===== config.mk =====
export PLATFORM = sky130hd
export DESIGN_NAME = dbg_halt_ctl
export DESIGN_NICKNAME = d
export VERILOG_FILES = /design/src/rtl/dhc_pkg.sv /design/src/rtl/dhc_sticky.sv /design/src/rtl/dhc_status.sv /design/src/rtl/dhc_ctrl.sv /design/src/rtl/dbg_halt_ctl.sv
export SDC_FILE = /design/constraint.sdc
export NUM_CORES = 1
export LEC_CHECK = 0
export BUFFER_PORTS_ARGS = -buffer_cell sky130_fd_sc_hd__buf_2
export CAP_MARGIN = 20
export CORE_MARGIN = 5
export CORE_UTILIZATION = 37
export CTS_CLUSTER_SIZE = 28
export DETAILED_ROUTE_END_ITERATION = 6
export GPL_TIMING_DRIVEN = 0
export PLACE_DENSITY_LB_ADDON = 0.08
export RECOVER_POWER = 50
export SLEW_MARGIN = 30
export SYNTH_ARGS = -nofsm -noshare
export SYNTH_HDL_FRONTEND = slang
export SYNTH_SLANG_ARGS = --single-unit

===== constraint.sdc =====
create_clock -name clk -period 5.29 [get_ports clk]
set_input_delay 1.058 -clock clk [delete_from_list [all_inputs] [get_ports clk]]
set_output_delay 1.058 -clock clk [all_outputs]
set_load 0.05 [all_outputs]

===== src/rtl/dhc_pkg.sv =====
package dhc_pkg;
  localparam int REG_W    = 32;
  localparam int KEY_LSB  = 16;
  localparam int KEY_W    = REG_W - KEY_LSB;
  localparam logic [KEY_W-1:0] WR_KEY = 16'hA05F;
  localparam int NSTK     = 3;

  localparam int B_DBG    = 0;
  localparam int B_HALT   = 1;
  localparam int B_STEP   = 2;
  localparam int B_MASK   = 3;
  localparam int B_SNAP   = 5;
  localparam int B_CATCH  = 8;
  localparam int B_RDY    = 16;
  localparam int B_HLTD   = 17;
  localparam int B_SLEEP  = 18;
  localparam int B_LOCK   = 19;
  localparam int B_RETIRE = 24;
  localparam int B_RSTST  = 25;
  localparam int B_RESTRT = 26;

  localparam int STK_RETIRE = 0;
  localparam int STK_RESET  = 1;
  localparam int STK_RESTRT = 2;

  typedef struct packed {
    logic catch_rst;
    logic snap;
    logic mask;
    logic step;
    logic halt;
    logic dbg;
  } ctrl_t;

  typedef struct packed {
    logic       rdy;
    logic       halted;
    logic       sleep;
    logic       lock;
    logic [NSTK-1:0] stk;
  } stat_t;

  function automatic logic key_ok(input logic wr, input logic [KEY_W-1:0] upper);
    return wr && (upper == WR_KEY);
  endfunction

  function automatic logic [REG_W-1:0] pack_word(input ctrl_t c, input stat_t s);
    logic [REG_W-1:0] w;
    w = '0;
    w[B_DBG]    = c.dbg;
    w[B_HALT]   = c.halt;
    w[B_STEP]   = c.step;
    w[B_MASK]   = c.mask;
    w[B_SNAP]   = c.snap;
    w[B_CATCH]  = c.catch_rst;
    w[B_RDY]    = s.rdy;
    w[B_HLTD]   = s.halted;
    w[B_SLEEP]  = s.sleep;
    w[B_LOCK]   = s.lock;
    w[B_RETIRE] = s.stk[STK_RETIRE];
    w[B_RSTST]  = s.stk[STK_RESET];
    w[B_RESTRT] = s.stk[STK_RESTRT];
    return w;
  endfunction
endpackage


===== src/rtl/dhc_sticky.sv =====
module dhc_sticky (
  input  logic clk,
  input  logic por_n,
  input  logic rd_clr,
  input  logic set_evt,
  output logic q
);
  always_ff @(posedge clk) begin
    if (!por_n) q <= 1'b0;
    else        q <= set_evt | (q & ~rd_clr);
  end

  assert_clear_on_read_R5: assert property (@(posedge clk) disable iff (!por_n)
    (rd_clr && !set_evt) |=> !q);
  assert_event_kept_R5: assert property (@(posedge clk) disable iff (!por_n)
    set_evt |=> q);
endmodule


===== src/rtl/dhc_status.sv =====
module dhc_status
  import dhc_pkg::*;
(
  input  logic clk,
  input  logic por_n,
  input  logic rd_evt,
  input  logic release_evt,
  input  logic core_halted,
  input  logic core_lockup,
  input  logic core_reset_evt,
  input  logic core_retired,
  input  logic sel_wr,
  input  logic core_xfer_done,
  output logic rdy,
  output logic lock,
  output logic [NSTK-1:0] stk
);
  logic [NSTK-1:0] stk_set;
  logic restart_evt;

  assign restart_evt = release_evt & core_halted;
  assign stk_set[STK_RETIRE] = core_retired;
  assign stk_set[STK_RESET]  = core_reset_evt;
  assign stk_set[STK_RESTRT] = restart_evt;

  for (genvar i = 0; i < NSTK; i++) begin : g_stk
    dhc_sticky u_stk (
      .clk    (clk),
      .por_n  (por_n),
      .rd_clr (rd_evt),
      .set_evt(stk_set[i]),
      .q      (stk[i])
    );
  end

  always_ff @(posedge clk) begin
    if (!por_n) begin
      rdy  <= 1'b0;
      lock <= 1'b0;
    end else begin
      if (sel_wr)              rdy <= 1'b0;
      else if (core_xfer_done) rdy <= 1'b1;
      lock <= core_halted ? 1'b0 : (lock | core_lockup);
    end
  end

  assert_restart_set_R6: assert property (@(posedge clk) disable iff (!por_n)
    restart_evt |=> stk[STK_RESTRT]);
  assert_rdy_clear_R7: assert property (@(posedge clk) disable iff (!por_n)
    sel_wr |=> !rdy);
  assert_lock_clear_R8: assert property (@(posedge clk) disable iff (!por_n)
    core_halted |=> !lock);
endmodule


===== src/rtl/dhc_ctrl.sv =====
module dhc_ctrl
  import dhc_pkg::*;
(
  input  logic  clk,
  input  logic  por_n,
  input  logic  sys_rst_n,
  input  logic  wr_ok,
  input  ctrl_t wr_ctrl,
  input  logic  core_retired,
  output ctrl_t ctrl,
  output logic  release_evt
);
  logic dbg_q, step_q, mask_q, snap_q, catch_q;
  logic halt_q, stepping_q, catch_pend_q;
  logic mask_ok, catch_fire, rehalt;

  assign mask_ok     = wr_ok & halt_q & wr_ctrl.halt;
  assign release_evt = wr_ok & halt_q & ~wr_ctrl.halt;
  assign catch_fire  = catch_pend_q & catch_q & dbg_q;
  assign rehalt      = stepping_q & core_retired;

  always_ff @(posedge clk) begin
    if (!por_n) begin
      dbg_q   <= 1'b0;
      step_q  <= 1'b0;
      mask_q  <= 1'b0;
      snap_q  <= 1'b0;
      catch_q <= 1'b0;
    end else if (wr_ok) begin
      dbg_q   <= wr_ctrl.dbg;
      step_q  <= wr_ctrl.step;
      snap_q  <= wr_ctrl.snap;
      catch_q <= wr_ctrl.catch_rst;
      if (mask_ok) mask_q <= wr_ctrl.mask;
    end
  end

  always_ff @(posedge clk) begin
    if (!por_n || !sys_rst_n) begin
      halt_q       <= 1'b0;
      stepping_q   <= 1'b0;
      catch_pend_q <= 1'b1;
    end else begin
      catch_pend_q <= 1'b0;
      if (catch_fire || rehalt) halt_q <= 1'b1;
      else if (wr_ok)           halt_q <= wr_ctrl.halt;
      if (rehalt)     stepping_q <= 1'b0;
      else if (wr_ok) stepping_q <= release_evt & wr_ctrl.step;
    end
  end

  assign ctrl = '{catch_rst: catch_q, snap: snap_q, mask: mask_q,
                  step: step_q, halt: halt_q, dbg: dbg_q};

  assert_keyless_ignored_R1: assert property (@(posedge clk) disable iff (!por_n)
    !wr_ok |=> ($stable(dbg_q) && $stable(catch_q) && $stable(step_q)));
  assert_mask_guard_R3: assert property (@(posedge clk) disable iff (!por_n)
    !mask_ok |=> $stable(mask_q));
  assert_sysrst_clears_halt_R4: assert property (@(posedge clk) disable iff (!por_n)
    !sys_rst_n |=> !halt_q);
  assert_step_rehalt_R9: assert property (@(posedge clk) disable iff (!por_n || !sys_rst_n)
    rehalt |=> halt_q);
  assert_catch_halt_R10: assert property (@(posedge clk) disable iff (!por_n || !sys_rst_n)
    catch_fire |=> halt_q);
endmodule


===== src/rtl/dbg_halt_ctl.sv =====
module dbg_halt_ctl
  import dhc_pkg::*;
(
  input  logic             clk,
  input  logic             por_n,
  input  logic             sys_rst_n,
  input  logic             reg_wr_en,
  input  logic             reg_rd_en,
  input  logic [REG_W-1:0] reg_wdata,
  output logic [REG_W-1:0] reg_rdata,
  input  logic             sel_wr,
  input  logic             core_halted,
  input  logic             core_sleeping,
  input  logic             core_lockup,
  input  logic             core_reset_evt,
  input  logic             core_retired,
  input  logic             core_xfer_done,
  output logic             halt_req,
  output logic             step_req,
  output logic             mask_irq
);
  logic  wr_ok;
  logic  release_evt;
  ctrl_t wr_ctrl;
  ctrl_t ctrl;
  stat_t stat;
  logic  rdy, lock;
  logic [NSTK-1:0] stk;
  logic  unused_wbits;

  assign wr_ok   = key_ok(reg_wr_en, reg_wdata[REG_W-1:KEY_LSB]);
  assign wr_ctrl = '{catch_rst: reg_wdata[B_CATCH], snap: reg_wdata[B_SNAP],
                     mask: reg_wdata[B_MASK], step: reg_wdata[B_STEP],
                     halt: reg_wdata[B_HALT], dbg: reg_wdata[B_DBG]};
  assign unused_wbits = ^{reg_wdata[KEY_LSB-1:B_CATCH+1], reg_wdata[B_CATCH-1:B_SNAP+1],
                          reg_wdata[B_SNAP-1:B_MASK+1]};

  dhc_ctrl u_ctrl (
    .clk         (clk),
    .por_n       (por_n),
    .sys_rst_n   (sys_rst_n),
    .wr_ok       (wr_ok),
    .wr_ctrl     (wr_ctrl),
    .core_retired(core_retired),
    .ctrl        (ctrl),
    .release_evt (release_evt)
  );

  dhc_status u_status (
    .clk           (clk),
    .por_n         (por_n),
    .rd_evt        (reg_rd_en),
    .release_evt   (release_evt),
    .core_halted   (core_halted),
    .core_lockup   (core_lockup),
    .core_reset_evt(core_reset_evt),
    .core_retired  (core_retired),
    .sel_wr        (sel_wr),
    .core_xfer_done(core_xfer_done),
    .rdy           (rdy),
    .lock          (lock),
    .stk           (stk)
  );

  assign stat = '{rdy: rdy, halted: core_halted, sleep: core_sleeping, lock: lock, stk: stk};
  assign reg_rdata = pack_word(ctrl, stat);
  assign halt_req  = ctrl.halt;
  assign step_req  = ctrl.step;
  assign mask_irq  = ctrl.mask;

  assert_por_clears_R4: assert property (@(posedge clk)
    !por_n |=> (reg_rdata[B_DBG] == 1'b0 && reg_rdata[B_RSTST] == 1'b0));
  assert_lock_needs_event_R8: assert property (@(posedge clk) disable iff (!por_n)
    (!core_lockup && !lock) |=> !lock);
endmodule


==> flow_summary.toml <==
[outcome]
outcome = "finished clean"

[critical_path]
rr_worst_depth = 3
r2r-end = "u_ctrl.mask_q"
cp-startpoint = "core_halted"
r2r_start = "u_ctrl.halt_q"
worst_setup_path_end_kind = "output port"
ff2ff_setup_slack_ns = 4.20
path_class = "in2out"
required_ns = 4.23
start_kind = "primary input"
worstPathMaxFanout = 3
arrival_ns = 1.50
crit_end = "reg_rdata[17]"

[finish]
layout_commonest_cell = "buf_2"
fin_area_um2 = 1140
drive_above_1_share = 0.452
fillCellCount = 208
antennaDiodeCount = 0
layout.nets = 213
area_delta_synth_final_pct = 46.7
final_cell_mix = "39 x buf_2, 32 x buf_4, 19 x conb_1, 13 x dfxtp_1, 11 x clkbuf_1"

[cts]
cts_tree = "done"
clock-sinks = 13
cts_max_path_buffers = 2
post_cts_buffers = 0
cts_buffers = 3
htreeDepth = 1
cts_hold_buf = 0
cts_root_buf = "clkbuf_4"
path_clk_slew_ns = 0.07
cts.repair.resized = 0
clk-insertion-delay-late_ns = 0.27

[die]
dieHeight_um = 55.8
fp.dieW_um = 55.8
io_pins = 79
rows = 16
start_util = 0.392
die-area_um2 = 3120
core_region_area_um2 = 1980

[yosys]
ys_types = 24
ys_seq_elements = 13
syn_inst = 98
synth_top_cell_by_area = "dfxtp_1"
yosys.area.top_type_share = 0.335
syn_area_per_cell_um2 = 7.93
yosysWarnings = 0
ys_seq_area_frac = 0.335
synth.area.top_cells = "dfxtp_1 33%, buf_4 31%, a21oi_1 5.8%"
syn_area_um2 = 777

[sta]
hold_viol_final = 0
tightest_slew_ns = 0.675
fmax_mhz = 392
min_period_ns = 2.55
setup_viol = 0
fin_crit_sh = 0.483
fin_worst_skew_ns = 0.000567
fin_setup_tns_ns = 0
rsz0062_at_grt = "false"
slew-limit-headroom = 0.546
slew_viol_final = 0

[run]
max_cap_violations = 0

[detailed_routing]
viasPerCell = 4.14
ant_nets = 0
finalWirelength_um = 1930
firstDrtPassIters = 4
post-route-drc-count = 0
drt_iter0_drc = 11
num_vias = 808
wl_per_cell_um = 9.90

[power_and_ir_drop]
p_int_mw = 0.153
p_sw_mw = 0.0815
clock_power_share = 0.255
ir_drop_mv = 0.122
combinationalPowerShare = 0.316
power_leakage_nw = 0.598
p_seq_frac = 0.429
p_sw_frac = 0.347
p_per_area_nw_per_um2 = 206

[grt]
grt_pass1_wl_um = 2970
grt_pass1_vias = 710
grt_overflow = 0
antenna_found_initial = 0
grt_max_degree = 11
grtUsageTotal = 0.118

[placement]
numPortBuffers = 48
gp_congestion = 0.719
place_hpwl_um = 1620
placement.cell_area_um2 = 1120

[hold_path]
hold_class = "reg2reg"
## critical path, cell delays in order
cell and delay, ns:
buf_2 0.10, buf_4 0.09, buf_2 0.24
## worst min-delay path by stage
stage | endpoint | slack [ns] | depth (start not counted) | from
after floorplan | u_status.g_stk[2].u_stk.q | 0.44 | 2 | u_status.g_stk[2].u_stk.q
after global placement | u_status.g_stk[2].u_stk.q | 0.45 | 2 | u_status.g_stk[2].u_stk.q
after detailed placement | u_status.g_stk[2].u_stk.q | 0.46 | 2 | u_status.g_stk[2].u_stk.q
after CTS | u_status.g_stk[2].u_stk.q | 0.47 | 2 | u_status.g_stk[2].u_stk.q
after global routing | u_status.g_stk[2].u_stk.q | 0.49 | 2 | u_status.g_stk[2].u_stk.q
final | u_status.g_stk[2].u_stk.q | 0.47 | 2 | u_status.g_stk[2].u_stk.q
## cell usage after synthesis
cell type	number
a21o_1	1
a21oi_1	9
a31oi_1	1
a32oi_1	1
and3_1	1
buf_4	32
clkbuf_1	1
clkbuf_2	1
clkinv_1	1
conb_1	1
dfxtp_1	13
inv_1	2
nand2_1	3
nand2b_1	1
nand3_1	6
nand4_1	3
nand4b_1	1
nor2_1	6
nor2b_1	2
nor3_1	2
nor4_1	1
o21ai_0	6
o31ai_1	1
or4_1	2
## power groups by stage
| stage | Clock (mW) | Sequential [mW] | Combinational (mW) |
|---|---|---|---|
| final | 0.0598 | 0.101 | 0.0742 |
| after global routing | 0.0690 | 0.101 | 0.0787 |
| after CTS | 0.0626 | 0.101 | 0.0743 |
| after detailed placement | 0 | 0.103 | 0.0743 |
| after global placement | 0 | 0.103 | 0.0731 |
| after floorplan | 0 | 0.103 | 0.0582 |
## registers in the layout, summed over array words and instances (netlist names)
register                count
u_status.g_stk.u_stk.q      3
u_ctrl.catch_pend_q         1
u_ctrl.catch_q              1
u_ctrl.dbg_q                1
u_ctrl.halt_q               1
u_ctrl.mask_q               1
u_ctrl.snap_q               1
u_ctrl.step_q               1
u_ctrl.stepping_q           1
u_status.lock               1
u_status.rdy                1
## logic make-up (layout without fill, tap and decap cells)
logic type      Yosys count  count (layout)  synth area share
buf+inv                  37              89             0.335
simple gates             28              28             0.190
compound gates           19              19             0.135
flops                    13              13             0.335
other cells               1              19           0.00483
## metal layers
layer | share of wire | GRT usage
met5 | 0 | 0
met4 | 0.015 | 0.0712
met3 | 0.10 | 0.0418
met2 | 0.47 | 0.191
met1 | 0.42 | 0.133
## through the flow
step	setup slack [ns]	instances	total power, mW	utilization	hold WS (ns)
6_report	2.74	195	0.235	0.575	0.468
5_1_grt	2.70	195	0.249	0.575	0.489
4_1_cts	2.73	195	0.238	0.581	0.470
3_5_place_dp	2.59	191	0.177	0.568	0.458
3_3_place_gp	2.64	191	0.176	0.564	0.452
2_1_floorplan	2.81	116	0.161	-	0.439
## final cells by class
cell class | instances | area, um2 | area share
Timing Repair Buffer | 48 | 229 | 0.201
Buffer | 34 | 249 | 0.218
Clock buffer | 4 | 26.3 | 0.0231
Multi-Input combinational cell | 66 | 330 | 0.290
Tap cell | 27 | 33.8 | 0.0296
Sequential cell | 13 | 260 | 0.228
Inverter | 3 | 11.3 | 0.00988
Power figures use the tool's default switching activity.
